==> src/rtl/sgs_pkg.sv <==
package sgs_pkg;

    typedef enum logic [1:0] {
        S_IDLE   = 2'd0,
        S_SETTLE = 2'd1,
        S_WAIT   = 2'd2,
        S_INTEG  = 2'd3
    } seq_state_t;

    typedef enum logic [1:0] {
        CM_GATED       = 2'd0,
        CM_FREE        = 2'd1,
        CM_REPHASE     = 2'd2,
        CM_REPHASE_ALT = 2'd3
    } conv_mode_t;

endpackage

==> src/rtl/sgs_gate_front.sv <==
module sgs_gate_front #(
    parameter int DIV_W   = 16,
    parameter int REF_DIV = 200
) (
    input  logic             clk,
    input  logic             rst_n,
    input  logic             ext_gate,
    input  logic             gate_sel,
    input  logic [DIV_W-1:0] int_div,
    output logic             gate_ev
);
    localparam int PRE_W = $clog2(REF_DIV);
    localparam logic [PRE_W-1:0] PRE_LAST = PRE_W'(REF_DIV - 1);

    // external path: two synchroniser stages plus an edge register
    logic [2:0] sync_q;
    logic       ext_rise;

    always_ff @(posedge clk or negedge rst_n) begin
        if (!rst_n) sync_q <= '0;
        else        sync_q <= {sync_q[1:0], ext_gate};
    end

    assign ext_rise = sync_q[1] & ~sync_q[2];

    // internal path: fixed reference prescaler, then programmable divider
    logic [PRE_W-1:0] pre_q;
    logic [DIV_W-1:0] div_q;
    logic [DIV_W-1:0] div_eff;
    logic             ref_tick;
    logic             int_pulse;

    assign div_eff   = (int_div == '0) ? DIV_W'(1) : int_div;
    assign ref_tick  = (pre_q == PRE_LAST);
    assign int_pulse = ref_tick && (div_q >= div_eff - DIV_W'(1));

    always_ff @(posedge clk or negedge rst_n) begin
        if (!rst_n) begin
            pre_q <= '0;
            div_q <= '0;
        end else begin
            pre_q <= ref_tick ? '0 : pre_q + PRE_W'(1);
            if (ref_tick) div_q <= int_pulse ? '0 : div_q + DIV_W'(1);
        end
    end

    assign gate_ev = gate_sel ? ext_rise : int_pulse;

    AST_EXT_EDGE_PULSE: assert property (@(posedge clk) disable iff (!rst_n)
        ext_rise |=> !ext_rise);
    AST_INT_GATE_SPACED: assert property (@(posedge clk) disable iff (!rst_n)
        int_pulse |=> !int_pulse);

endmodule

==> src/rtl/sgs_phase_gen.sv <==
module sgs_phase_gen #(
    parameter int MULT_W        = 8,
    parameter int PERIOD_OFFSET = 40
) (
    input  logic              clk,
    input  logic              rst_n,
    input  logic [MULT_W-1:0] period_mult,
    input  logic              hold,
    input  logic              restart,
    output logic              strobe
);
    localparam int PH_W = $clog2((1 << MULT_W) + PERIOD_OFFSET);
    localparam logic [PH_W-1:0] OFF_V = PH_W'(PERIOD_OFFSET);

    logic [PH_W-1:0] phase_q;
    logic [PH_W-1:0] phase_last;

    assign phase_last = PH_W'(period_mult) + OFF_V - PH_W'(1);
    assign strobe     = !hold && (phase_q >= phase_last);

    always_ff @(posedge clk or negedge rst_n) begin
        if (!rst_n)                 phase_q <= '0;
        else if (hold || restart)   phase_q <= '0;
        else if (strobe)            phase_q <= '0;
        else                        phase_q <= phase_q + PH_W'(1);
    end

    AST_STROBE_SPACED: assert property (@(posedge clk) disable iff (!rst_n)
        strobe |=> !strobe);

endmodule

==> src/rtl/sample_gate_seq.sv <==
module sample_gate_seq #(
    parameter int MULT_W        = 8,
    parameter int PERIOD_OFFSET = 40,
    parameter int DLY_W         = 8,
    parameter int DIV_W         = 16,
    parameter int REF_DIV       = 200,
    parameter int SETTLE_CLKS   = 50
) (
    input  logic              clk,
    input  logic              rst_n,
    input  logic [MULT_W-1:0] period_mult,
    input  logic [DLY_W-1:0]  gate_delay,
    input  logic              gate_sel,
    input  logic [DIV_W-1:0]  int_div,
    input  logic [1:0]        conv_mode,
    input  logic              ext_gate,
    input  logic              integ_done,
    output logic              conv_strobe,
    output logic              trig,
    output logic              overrun
);
    import sgs_pkg::*;

    localparam int SC_W = $clog2(SETTLE_CLKS + 1);
    localparam logic [SC_W-1:0] SETTLE_LAST = SC_W'(SETTLE_CLKS - 1);

    seq_state_t       state, nxt;
    conv_mode_t       mode;
    logic             gate_ev;
    logic             strobe;
    logic             hold;
    logic             restart;
    logic [SC_W-1:0]  settle_cnt;
    logic [DLY_W-1:0] strobe_cnt;
    logic             overrun_q;

    assign mode    = conv_mode_t'(conv_mode);
    assign hold    = (mode == CM_GATED) && (state == S_IDLE);
    assign restart = gate_ev && (state == S_IDLE) && (mode != CM_FREE);

    sgs_gate_front #(.DIV_W(DIV_W), .REF_DIV(REF_DIV)) u_gate_front (
        .clk      (clk),
        .rst_n    (rst_n),
        .ext_gate (ext_gate),
        .gate_sel (gate_sel),
        .int_div  (int_div),
        .gate_ev  (gate_ev)
    );

    sgs_phase_gen #(.MULT_W(MULT_W), .PERIOD_OFFSET(PERIOD_OFFSET)) u_phase_gen (
        .clk         (clk),
        .rst_n       (rst_n),
        .period_mult (period_mult),
        .hold        (hold),
        .restart     (restart),
        .strobe      (strobe)
    );

    // state register
    always_ff @(posedge clk or negedge rst_n) begin
        if (!rst_n) state <= S_IDLE;
        else        state <= nxt;
    end

    // transitions: accept, settled, fire, release
    always_comb begin
        nxt = state;
        unique case (state)
            S_IDLE:   if (gate_ev) nxt = S_SETTLE;
            S_SETTLE: if (settle_cnt == SETTLE_LAST) nxt = S_WAIT;
            S_WAIT:   if (strobe && (strobe_cnt == gate_delay)) nxt = S_INTEG;
            S_INTEG:  if (integ_done) nxt = S_IDLE;
        endcase
    end

    // per-state counters and sticky overrun
    always_ff @(posedge clk or negedge rst_n) begin
        if (!rst_n) begin
            settle_cnt <= '0;
            strobe_cnt <= '0;
            overrun_q  <= 1'b0;
        end else begin
            settle_cnt <= (state == S_SETTLE) ? settle_cnt + SC_W'(1) : '0;
            if (state != S_WAIT) strobe_cnt <= '0;
            else if (strobe)     strobe_cnt <= strobe_cnt + DLY_W'(1);
            if (gate_ev && (state != S_IDLE)) overrun_q <= 1'b1;
        end
    end

    // outputs
    always_comb begin
        conv_strobe = strobe;
        trig        = (state == S_WAIT) && strobe && (strobe_cnt == gate_delay);
        overrun     = overrun_q;
    end

    AST_TRIG_ON_STROBE: assert property (@(posedge clk) disable iff (!rst_n)
        trig |-> conv_strobe);
    AST_TRIG_SINGLE: assert property (@(posedge clk) disable iff (!rst_n)
        trig |=> !trig);
    AST_OVERRUN_STICKY: assert property (@(posedge clk) disable iff (!rst_n)
        overrun |=> overrun);
    AST_BUSY_GATE_DROPPED: assert property (@(posedge clk) disable iff (!rst_n)
        (gate_ev && state == S_WAIT) |=> (state != S_SETTLE));
    AST_DONE_IGNORED_IN_WAIT: assert property (@(posedge clk) disable iff (!rst_n)
        (state == S_WAIT && !strobe) |=> (state == S_WAIT));

endmodule

==> config.mk <==
export PLATFORM = sky130hd
export DESIGN_NAME = sample_gate_seq
export DESIGN_NICKNAME = d
export VERILOG_FILES = /design/src/rtl/sgs_pkg.sv /design/src/rtl/sgs_gate_front.sv /design/src/rtl/sgs_phase_gen.sv /design/src/rtl/sample_gate_seq.sv
export SDC_FILE = /design/constraint.sdc
export NUM_CORES = 1
export LEC_CHECK = 0
export BUFFER_PORTS_ARGS = -buffer_cell sky130_fd_sc_hd__buf_2
export CELL_PAD_IN_SITES_DETAIL_PLACEMENT = 1
export CELL_PAD_IN_SITES_GLOBAL_PLACEMENT = 1
export CORE_AREA = 2 2 93 95
export DETAILED_ROUTE_END_ITERATION = 8
export DIE_AREA = 0 0 95 97
export MAX_ROUTING_LAYER = met4
export PLACE_DENSITY_LB_ADDON = 0.2
export SLEW_MARGIN = 30
export SYNTH_ARGS = -nofsm -noshare
export SYNTH_HDL_FRONTEND = slang
export SYNTH_SLANG_ARGS = --single-unit
==> constraint.sdc <==
create_clock -name clk -period 3.21 [get_ports clk]
set_input_delay 0.642 -clock clk [delete_from_list [all_inputs] [get_ports clk]]
set_output_delay 0.642 -clock clk [all_outputs]
set_load 0.005 [all_outputs]
==> flow_metrics.env <==
export IMPL_core_sq_mm=0.00813
export IMPL_via_per_inst=5.41
export IMPL_async_reset_ff_share_pct=100
export IMPL_grt_max_degree=30
export IMPL_fin_crit_ns=3.73
export IMPL_syn_num_nets=468
export IMPL_ys_seq_area_share_pct=37.2
export IMPL_setup_slack_ns=-0.520
export IMPL_start_kind="input port"
export IMPL_violations="setup timing"
export IMPL_cp_max_fo=2
export IMPL_fin_crit_sh_pct=116
export IMPL_finalSetupViolCount=28
export IMPL_powerDensity_mw_per_mm2=341
export IMPL_ys_seq_elements=53
export IMPL_dpl_hpwl_mm=7.26
export IMPL_end_kind="flip-flop"
export IMPL_hold_class="input port to asynchronous set/reset pin"
export IMPL_syn_area_sq_mm=0.00357
export IMPL_leakagePower_nw=2.10
export IMPL_required_ns=3.41
export IMPL_timing_max_slew_rel_slack_pct=47.1
export IMPL_rsz0062_at_grt="true"
export IMPL_ios=42
export IMPL_initial_core_util_pct=43.9
export IMPL_cp_arrival_ns=3.93
export IMPL_rows=33
export IMPL_die_area_sq_mm=0.00922
export IMPL_synth_cell_types=47
export IMPL_antenna_left=0
export IMPL_insertion_delay_ns=0.30
export IMPL_netlist_instances=391
export IMPL_vdd_drop_max_mv=0.157
export IMPL_max_freq_mhz=268
export IMPL_antenna_found_initial=0
export IMPL_p_total_mw=1.66
export IMPL_syn_to_final_growth_pct=36.0
export IMPL_crit_type="input port to flip-flop"
export IMPL_numCtsBuffers=5
export IMPL_cts_max_path_buffers=2
export IMPL_fin_skew_ns=0.00948
export IMPL_grt_pass1_vias=3561
export IMPL_drtPass1Iterations=4
export IMPL_gp_congestion=0.785
export IMPL_grt_usage_pct=22.8
export IMPL_status="finished, violations left"
export IMPL_overflow=0
export IMPL_tritoncts="built"
export IMPL_drc=0
export IMPL_path_clk_slew_ns=0.10
export IMPL_htree_num_levels=2
export IMPL_synth_flop_cell="dfrtp_1"
export IMPL_first_iter_violations=79
export IMPL_worstMarginPinSlew_ns=0.789
export IMPL_port_buffers=41
export IMPL_wire_per_inst_um=16.3
export IMPL_wl_mm=10.0
export IMPL_drive_gt1_share_pct=33.5
export IMPL_post_route_util_pct=59.7
export IMPL_timing_hold_violations_final=0
export IMPL_avgSynthCellArea_sq_um=9.13
export IMPL_r2r_cells=7
export IMPL_drv_slew=0
export IMPL_root_buffer="clkbuf_8"
export IMPL_grt_pass1_wl_mm=16.3
export IMPL_cts_sinks=53
export IMPL_synth_edff_count=0
export IMPL_final_nets=584
export IMPL_cap_viol_max_count=0
export IMPL_diodes=0
export IMPL_yosys_warnings=0
export IMPL_num_vias=3319
export IMPL_die_w_um=95
export IMPL_die_h_um=97
## where the power goes
group	internal, mW	leakage, nW	switching [mW]
Clock	0.176	0.0512	0.227
Sequential	0.712	0.619	0.0578
Combinational	0.236	1.43	0.250
## flip-flops by register name, summed over array words and instances (netlist names)
signal	flops
settle_cnt	6
strobe_cnt	8
u_gate_front.div_q	16
u_gate_front.pre_q	8
u_gate_front.sync_q	3
u_phase_gen.phase_q	9
state	2
overrun	1
## final cells by class
class	instances	area, sq um
fill	956	3280
multi-input combinational	319	2460
inverter	18	75.1
clock inverter	2	13.8
timing repair buffer	110	767
tap	105	131
clock buffer	6	82.6
sequential	53	1330
## placed cells by master, fill, tap and decap left out, types with 3 or more instances in the layout
master	instances
and3_1	3
and4_1	3
nor4_1	4
xor2_1	34
and2_1	4
nor3_1	8
nand3_2	3
nor2_1	38
o21ai_2	3
xnor2_1	17
nor2_2	6
nand4_1	5
inv_1	15
a21oi_2	3
nor2_4	4
o21ai_0	7
a21o_1	3
buf_4	65
inv_4	3
dfrtp_1	53
or3_1	5
ha_1	36
nand2_1	33
buf_2	37
nor2b_1	4
buf_6	7
nand2b_1	5
a21oi_1	18
clkbuf_8	6
o21ai_1	3
nand3_1	20
or3_4	4
## synth_stat cells (3+ instances only)
master     n  area (sq um)
nor2_1    47           176
nand2_1   34           128
nand3_1   24           120
a21oi_1   20           100
ha_1      38           475
a21o_1     3          22.5
or3_1      9          56.3
o21ai_0   14          70.1
and2_1     4          25.0
nand2b_1   6          37.5
and4_1     4          35.0
xnor2_1   18           158
xor2_1    34           298
nor2b_1    4          25.0
nand4_1    5          31.3
dfrtp_1   53          1330
nor4_1     4          25.0
inv_1     18          67.6
and3_1     5          31.3
nor3_1    10          50.1
## logic make-up after synthesis
logic type                 after synthesis  share of synthesized area (%)
buffers and inverters                   20                           2.14
muxes                                    3                          0.877
adders and majority gates               38                           13.3
AOI/OAI and AO/OA                       60                           10.6
and+or+nand+nor                        165                           23.1
DFF                                     53                           37.2
xor gates and xnor gates                52                           12.8
## metrics by stage
stage          area, sq um  instances  setup WS (ns)  hold WS [ns]  TNS (ns)
2_1_floorplan         3620        391         -0.736         0.331    -10.17
3_3_place_gp          4290        582         -0.852         0.371    -18.79
3_5_place_dp          4290        582          -1.01         0.367    -22.46
4_1_cts               4700        606         -0.503         0.337     -7.81
5_1_grt               4850        613         -0.661         0.360    -15.59
6_report              4850        613         -0.520         0.320    -11.77
## what timing repair did
action                                  in CTS  in global routing
endpoints found under the setup margin      30                 32
setup buffers                               16                  8
resized for setup                           46                 23
pin swaps                                   28                 21
cloned                                       1                  0
hold buffers                                 0                  0
## critical path, cell delays in order
cell and delay (ns):
buf_6 0.10, nor4_4 0.30, nand3_2 0.12, or3_4 0.37
nor2_4 0.12, nor2_4 0.06, ha_4 0.17, nand3_4 0.06
or3_4 0.13, nor2_2 0.03, xnor2_1 0.12, ha_1 0.29
and4_4 0.22, and3_4 0.20, or3b_4 0.40, a31oi_4 0.18
o211ai_1 0.14, mux2_2 0.30
## routing by layer
layer	share of wire [%]	global-route usage, %
met1	41	25.6
met3	2.4	2.26
met5	0	-
met4	2.4	6.80
met2	54	41.8
## final timing paths
check | start | endpoint | slack [ns]
worst max register to register | u_gate_front.pre_q[0] | u_phase_gen.phase_q[8] | 0.36
worst min register to register | u_gate_front.sync_q[0] | u_gate_front.sync_q[1] | 0.37
min in group clk | u_gate_front.sync_q[0] | u_gate_front.sync_q[1] | 0.37
max in group asynchronous | rst_n | u_gate_front.div_q[9] | 2.10
worst max-delay path | int_div[3] | state[1] | -0.52
worst min-delay path | rst_n | u_phase_gen.phase_q[3] | 0.32
No activity file was read; power rests on OpenSTA's default activity.
